### config.mk
export PLATFORM = sky130hd
export DESIGN_NAME = accum_step_unit
export DESIGN_NICKNAME = d
export VERILOG_FILES = /design/src/rtl/accum_step_unit.sv
export SDC_FILE = /design/constraint.sdc
export NUM_CORES = 1
export LEC_CHECK = 0
export CORE_UTILIZATION = 57
export CTS_BUF_LIST = sky130_fd_sc_hd__clkbuf_2
export DETAILED_ROUTE_END_ITERATION = 8
export PLACE_DENSITY_LB_ADDON = 0.1
export SLEW_MARGIN = 40
export SYNTH_ARGS = -nofsm -noshare
export SYNTH_HDL_FRONTEND = slang
export SYNTH_SLANG_ARGS = --single-unit
### constraint.sdc
create_clock -name clk -period 4.52 [get_ports clk]
set_input_delay 1.13 -clock clk [delete_from_list [all_inputs] [get_ports clk]]
set_output_delay 1.13 -clock clk [all_outputs]
set_load 0.05 [all_outputs]
### src/rtl/accum_step_unit.sv
module accum_step_unit (
  input  logic       clk,
  input  logic       rst_n,
  input  logic       exec,
  input  logic [7:0] opcode,
  input  logic [7:0] reg_data,
  output logic [7:0] acc,
  output logic       acc_zero,
  output logic       acc_ovf
);

  logic [7:0] acc_q, acc_d;
  logic       ovf_q, ovf_d;

  wire count_dir = opcode[0];
  wire dec_mode  = opcode[1];

  function automatic logic [4:0] digit_step(input logic [3:0] n, input logic cin,
                                            input logic down, input logic dmode);
    logic [4:0] c;
    logic [3:0] r;
    c[0] = cin;
    for (int i = 0; i < 4; i++) begin
      r[i]   = n[i] ^ c[i];
      c[i+1] = down ? (c[i] & ~n[i]) : (c[i] & n[i]);
    end
    if (dmode && cin) begin
      if (!down && n == 4'd9) begin
        r    = 4'd0;
        c[4] = 1'b1;
      end
      if (down && n == 4'd0) r = 4'd9;
    end
    return {c[4], r};
  endfunction

  wire lo_cy = count_dir ? (acc_q[3:0] == 4'd0)
                         : (dec_mode ? (acc_q[3:0] == 4'd9) : (&acc_q[3:0]));

  wire [4:0] lo_step = digit_step(acc_q[3:0], 1'b1, count_dir, dec_mode);
  wire [4:0] hi_step = digit_step(acc_q[7:4], lo_cy, count_dir, dec_mode);

  always_comb begin
    acc_d = acc_q;
    ovf_d = ovf_q;
    if (exec) begin
      casez (opcode)
        8'b0000_00??: begin
          acc_d = {hi_step[3:0], lo_step[3:0]};
          ovf_d = hi_step[4];
        end
        8'h04:        acc_d = 8'h00;
        8'h05:        acc_d = ~acc_q;
        8'h06:        acc_d = {acc_q[6:0], 1'b0};
        8'h07:        acc_d = {1'b0, acc_q[7:1]};
        8'b1000_0???: acc_d[opcode[2:0]] = 1'b1;
        8'b1000_1???: acc_d[opcode[2:0]] = 1'b0;
        8'b0110_????: acc_d = reg_data;
        default: ;
      endcase
    end
  end

  always_ff @(posedge clk or negedge rst_n) begin
    if (!rst_n) begin
      acc_q <= 8'h00;
      ovf_q <= 1'b0;
    end else begin
      acc_q <= acc_d;
      ovf_q <= ovf_d;
    end
  end

  assign acc      = acc_q;
  assign acc_ovf  = ovf_q;
  assign acc_zero = (acc_q == 8'h00);


  lo_carry_chk: assert property (@(posedge clk) disable iff (!rst_n)
    (exec && opcode[7:1] == 7'b0) |-> (lo_step[4] == lo_cy));


  bin_wrap_chk: assert property (@(posedge clk) disable iff (!rst_n)
    (exec && opcode == 8'h00 && acc == 8'hFF) |=> (acc == 8'h00 && acc_ovf));


  clear_zero_chk: assert property (@(posedge clk) disable iff (!rst_n)
    (exec && opcode == 8'h04) |=> (acc == 8'h00 && acc_zero));


  invert_chk: assert property (@(posedge clk) disable iff (!rst_n)
    (exec && opcode == 8'h05) |=> (acc == ~$past(acc)));


  load_chk: assert property (@(posedge clk) disable iff (!rst_n)
    (exec && opcode[7:4] == 4'b0110) |=> (acc == $past(reg_data)));


  idle_hold_chk: assert property (@(posedge clk) disable iff (!rst_n)
    !exec |=> ($stable(acc) && $stable(acc_ovf)));


  ovf_keep_chk: assert property (@(posedge clk) disable iff (!rst_n)
    (exec && opcode[7:2] != 6'b0) |=> $stable(acc_ovf));

endmodule

==> results.cfg, run 1 <==
[min_path]
min_from = acc_ovf
hold-path-endpoint = acc_ovf
holdPathStages = 2
hold_path_class = flip-flop to flip-flop

[worst_setup_path]
cp_num_buf_inv = 1
cp_cell_sequence = nor3_1, and4_1, clkdlybuf4s50_1
reg2reg_to = acc[5]
cp_max_fo = 14
reg2regPathDepth = 5
critPathTopFamily = buffers and inverters
reg2reg_slack_ns = 2.61
cp.required_ns = 3.39
endpoint_kind = output port
cpMaxStageDelayCell = clkdlybuf4s50_1
critPathKind = flip-flop to output port
slowest_delay_ns = 0.80
r2r_start = acc[1]
critPathLaunchType = flip-flop
crit_arrival_ns = 2.15

[global_route]
grt_overflow = 0
track_usage = 0.320
grt_max_degree = 26
antenna_found_initial = 0
grt_pass1_wl_um = 6330
first_global_vias = 1372

[routing]
dr.pass1.iters = 5
num_vias = 1599
via_per_inst = 6.86
finalWirelength_um = 3860
drt-wirelength-per-cell_um = 16.6
drtIter0Drc = 109
ant_nets = 0
drcViolationCount = 0

[power]
p_sw_frac = 0.548
power_frac_comb = 0.616
leakagePower_nw = 0.641
peakVddDrop_v = 0.000425
seqPwrFrac = 0.302
p_per_area_mw_per_mm2 = 416
pwr-share-clk = 0.082
internal_power_uw = 310
power.switching_uw = 375

[yosys]
netlist_instances = 188
synthesis.nets = 207
ys_warn_count = 0
syn_avg_cell_area_um2 = 7.47
synth_edf_count = 0
ys_types = 62
ys_seq_area_frac = 0.160
synth_top_cell_area_share = 0.160
ys_ff_latch = 9
synth-async-reset-ratio = 1.00
synth_area_leaders = dfrtp_1 (16%), mux2i_1 (6.4%), nand2_1 (5.3%)
syn_area_mm2 = 0.00140
synth_top_flop_cell = dfrtp_1
yosysTopAreaCell = dfrtp_1

[sta]
fin_skew_ns = 0.00569
finalHoldViolCount = 0
max_freq_mhz = 304
setup_violations = 0
slew-limit-headroom = 0.472
grt_setup_unrepaired = false
min_period_ns = 3.28
drv_slew = 0
worst_slew_pin_slew_ns = 0.790
fin_setup_tns_ns = 0
period_share = 0.727

[cts]
cts_buffers = 3
cts_tree = yes
htreeDepth = 1
clock-sinks = 9
root_buffer = clkbuf_2
holdBufCountCts = 0
cts_buffer_depth = 2
clk_pin_slew_ns = 0.10
insertion_delay_ns = 0.27
cts_resized = 0
post_cts_buffers = 0

[place]
dp_hpwl_um = 2880
portBuffers = 28
place_congestion = 0.974
post-place-cells = 229

[final_layout]
drive_gt1_frac = 0.0634
syn_to_final_growth_pct = 17.3
final_cells = 233
num-nets-final = 225
diodes = 0

[die]
fp.coreArea_mm2 = 0.00228
start_util = 0.617
ios = 29
die_h_um = 51.6
fp-row-count = 17
dieArea_mm2 = 0.00267
die_w_um = 51.6

[run_status]
status = finished clean

[flow_run]
drv_cap = 0
==> cell type report <==
| cell class | count | area [µm²] |
|---|---|---|
| timing repair buffer | 30 | 295 |
| fill | 180 | 629 |
| clock buffer | 4 | 20.0 |
| sequential | 9 | 225 |
| multi-input combinational | 157 | 1050 |
| tap | 28 | 35.0 |
| inverter | 5 | 18.8 |
==> cell usage after synthesis, drive strengths merged, types with 2 or more instances <==
cell type and instances:
mux2i 9, a21o 2, a221oi 2, a22oi 3, nor2 15, nor3b 5, dfrtp 9, a2111oi 2
o21ai 7, nand4 3, o32a 4, clkbuf 3, buf 14, a31oi 2, and3 4, and2 5
nand3 5, nand2b 2, o31ai 3, o22a 2, nand3b 4, a21oi 8, o211ai 5, nor3 5
a2bb2oi 2, a211oi 4, inv 5, nand2 20, nor2b 8, o22ai 3
==> metrics by stage <==
stage	instance area, µm²	hold WS, ns	setup WS (ns)	util	total power, mW
after floorplan	1400	0.755	1.94	-	0.512
after global placement	1630	0.468	1.17	0.715	0.608
after detailed placement	1630	0.488	1.08	0.715	0.622
after CTS	1650	0.512	1.22	0.723	0.679
after global routing	1650	0.571	1.09	0.723	0.732
final	1650	0.509	1.24	0.723	0.685
==> layer usage <==
metal / global-route usage / share of wire / up-vias
met1: 0.435 / 0.41 / 724
met3: 0.0556 / 0.097 / 14
met4: 0.158 / 0.032 / 0
met5: 0 / 0 / -
li1: - / - / 757
met2: 0.483 / 0.46 / 104
==> worst reg2reg max path, stage by stage, from the launching register on <==
cell,delay (ns)
dfrtp_1,0.63
or2_1,0.22
mux2i_1,0.11
a32o_1,0.30
a2111o_1,0.42
a2bb2oi_2,0.15
==> power groups by stage <==
stage | clock network [mW] | registers [mW] | logic [mW]
floorplan | 0 | 0.223 | 0.289
global placement | 0 | 0.200 | 0.409
detailed placement | 0 | 0.204 | 0.418
CTS | 0.0577 | 0.202 | 0.420
global route | 0.0631 | 0.212 | 0.457
finish | 0.0564 | 0.207 | 0.422
==> registers in the layout, indices dropped and copies added, names as in the netlist <==
signal / flops
acc: 8
acc_ovf: 1
==> logic make-up after synthesis <==
logic type             count (synthesis)  synth area share
XOR/XNOR                               2            0.0125
buffers and inverters                 22            0.0900
multiplexers                          10            0.0722
flip-flops                             9             0.160
AND/OR/NAND/NOR                       83             0.323
AO/OA/AOI/OAI                         62             0.342
==> cell usage in the layout (no fill, tap or decap), types with 5 or more instances in the layout <==
cell             netlist  layout
mux2i_1                9       9
nor3b_1                5       5
nand3_1                5       5
nor2_1                13      13
nor2b_1                8       8
inv_1                  5       5
clkdlybuf4s50_1        0      28
nor3_1                 5       5
nand2_1               20      20
o21ai_0                5       5
o211ai_1               5       5
a21oi_1                7       7
dfrtp_1                9       9
==> worst max path at each step <==
stage | start | end | slack (ns) | depth (start not counted)
CTS | acc[3] | acc_zero | 1.22 | 3
finish | acc[3] | acc_zero | 1.24 | 3
detailed placement | opcode[0] | acc[6] | 1.08 | 7
global route | acc[3] | acc_zero | 1.09 | 3
global placement | opcode[0] | acc[6] | 1.17 | 7
floorplan | acc[4] | acc_zero | 1.94 | 3
Power figures use the tool's default switching activity.
==> inputs of run 2 (changes only) <==
--- a/config.mk
+++ b/config.mk
@@ -5,7 +5,7 @@
 export SDC_FILE = /design/constraint.sdc
 export NUM_CORES = 1
 export LEC_CHECK = 0
-export CORE_UTILIZATION = 57
+export CORE_UTILIZATION = 48
 export CTS_BUF_LIST = sky130_fd_sc_hd__clkbuf_2
 export DETAILED_ROUTE_END_ITERATION = 8
 export PLACE_DENSITY_LB_ADDON = 0.1
==> constraint.sdc (replaced) <==
create_clock -name clk -period 2.8 [get_ports clk]
set_input_delay 0.7 -clock clk [delete_from_list [all_inputs] [get_ports clk]]
set_output_delay 0.7 -clock clk [all_outputs]
set_load 0.05 [all_outputs]
==> run 2 against run 1 <==
Compared with the run above:
- worst hold slack got worse by 0.018 ns
- final cell count increased by 5.2%
- clock skew decreased by 0.00079 ns
- first-iteration DRC count decreased by 23%
- total power increased by 67%
- sequential power increased by 38%
- non-clock buffer count increased by 9
- core utilization decreased by 9.7 points
- combinational power increased by 83%
- worst setup slack got worse by 0.96 ns
- critical path depth increased by 4
- highest routed layer unchanged
==> results.cfg, run 2 (synthesized netlist as in run 1, its figures left out) <==
[cts]
htreeDepth = 1
clk_pin_slew_ns = 0.10
cts_tree = yes
clock-sinks = 9
insertion_delay_ns = 0.26
holdBufCountCts = 0
cts_resized = 0
cts_buffers = 3
root_buffer = clkbuf_2
cts_buffer_depth = 2
post_cts_buffers = 0

[routing]
drt-wirelength-per-cell_um = 17.2
finalWirelength_um = 4210
via_per_inst = 6.61
drcViolationCount = 0
num_vias = 1619
drtIter0Drc = 84
dr.pass1.iters = 5
ant_nets = 0

[final_layout]
drive_gt1_frac = 0.107
num-nets-final = 234
syn_to_final_growth_pct = 23.1
final_common_cell = clkdlybuf4s50_1
diodes = 0
layout_common_cells = clkdlybuf4s50_1 (27), nand2_1 (20), nor2_1 (13), buf_4 (11)
nFillCells = 250
largest_register_ff_count = 8
finish.utilization = 0.627

[sta]
fin_setup_tns_ns = 0
hold_ws_ns = 0.491
max_freq_mhz = 396
drv_slew = 0
worst_slew_pin_slew_ns = 0.515
slew-limit-headroom = 0.648
fin_skew_ns = 0.00490
min_period_ns = 2.52
grt_setup_unrepaired = false
period_share = 0.901
setup_violations = 0
finalHoldViolCount = 0

[global_route]
grt_max_degree = 38
antenna_found_initial = 0
first_global_vias = 1577
track_usage = 0.283
grt_pass1_wl_um = 7230
grt_overflow = 0

[die]
ios = 29
fp-row-count = 19
start_util = 0.509
die_w_um = 56.1
die_h_um = 56.1
dieArea_mm2 = 0.00314
fp.coreArea_mm2 = 0.00276

[run_status]
status = finished clean

[flow_run]
drv_cap = 0

[power]
peakVddDrop_v = 0.000627
power.total_mw = 1.15
leakagePower_nw = 0.691
p_per_area_mw_per_mm2 = 663

[min_path]
holdPathStages = 2
hold_path_class = flip-flop to flip-flop

[worst_setup_path]
endpoint_kind = flip-flop
reg2regPathDepth = 5
cp.required_ns = 2.92
critPathKind = primary input to flip-flop
cp_max_fo = 37
critPathLaunchType = primary input
crit_arrival_ns = 2.64

[place]
place_congestion = 0.886
portBuffers = 28
dp_hpwl_um = 3200
## run 2: cell types whose count changed in the layout (fill, tap and decap cells not counted)
cell / previous run / this run
buf_12: 0 / 1
buf_4: 2 / 11
clkdlybuf4s50_1: 28 / 27
## run 2: per-stage QoR
step / instance area (µm²) / std cells / worst slack (ns)
detailed placement: 1710 / 241 / 0.0175
finish: 1730 / 245 / 0.278
global placement: 1710 / 241 / 0.0724
CTS: 1730 / 245 / 0.293
floorplan: 1400 / 188 / 0.610
global route: 1730 / 245 / 0.136
## run 2: final timing paths
check                      startpoint      end  slack (ns)
setup / recovery            opcode[0]   acc[4]        0.28
hold / removal                acc_ovf  acc_ovf        0.49
setup reg to reg               acc[5]   acc[4]        0.92
hold reg to reg               acc_ovf  acc_ovf        0.49
max in group asynchronous       rst_n   acc[1]        1.72
min in group asynchronous       rst_n  acc_ovf        0.76
## run 2: area by class of cell
type | instances | area (µm²) | area share
clock buffers | 4 | 20.0 | 0.0116
inverters | 5 | 18.8 | 0.0109
multi-input cells | 157 | 1050 | 0.609
flip-flops and latches | 9 | 225 | 0.130
well taps | 31 | 38.8 | 0.0224
repair buffers | 39 | 373 | 0.216
## run 2: power by group
part / internal (mW) / switching, mW / leakage [nW]
Combinational: 0.316 / 0.455 / 0.571
Sequential: 0.170 / 0.115 / 0.104
Clock: 0.0379 / 0.0505 / 0.0166
## run 2: worst max-delay path, stage by stage
cell and delay [ns]:
clkdlybuf4s50_1 0.51, buf_12 0.20, mux2_2 0.34, a21oi_1 0.14, o22ai_1 0.11, a2111oi_0 0.52, a221oi_1 0.11
## run 2: metal layers
metal | vias to the layer above | wire (µm) | GRT usage
met1 | 758 | 1850 | 0.380
li1 | 772 | - | -
met4 | 0 | 94 | 0.139
met2 | 75 | 1990 | 0.451
met5 | - | 0 | 0
met3 | 14 | 273 | 0.0302
==> inputs of run 3 (changes only) <==
--- a/config.mk
+++ b/config.mk
@@ -5,6 +5,7 @@
 export SDC_FILE = /design/constraint.sdc
 export NUM_CORES = 1
 export LEC_CHECK = 0
+export CAP_MARGIN = 20
 export CORE_UTILIZATION = 48
 export CTS_BUF_LIST = sky130_fd_sc_hd__clkbuf_2
 export DETAILED_ROUTE_END_ITERATION = 8
==> results of run 3 <==
The final DEF is identical to that of run 2; final timing and power are the same.
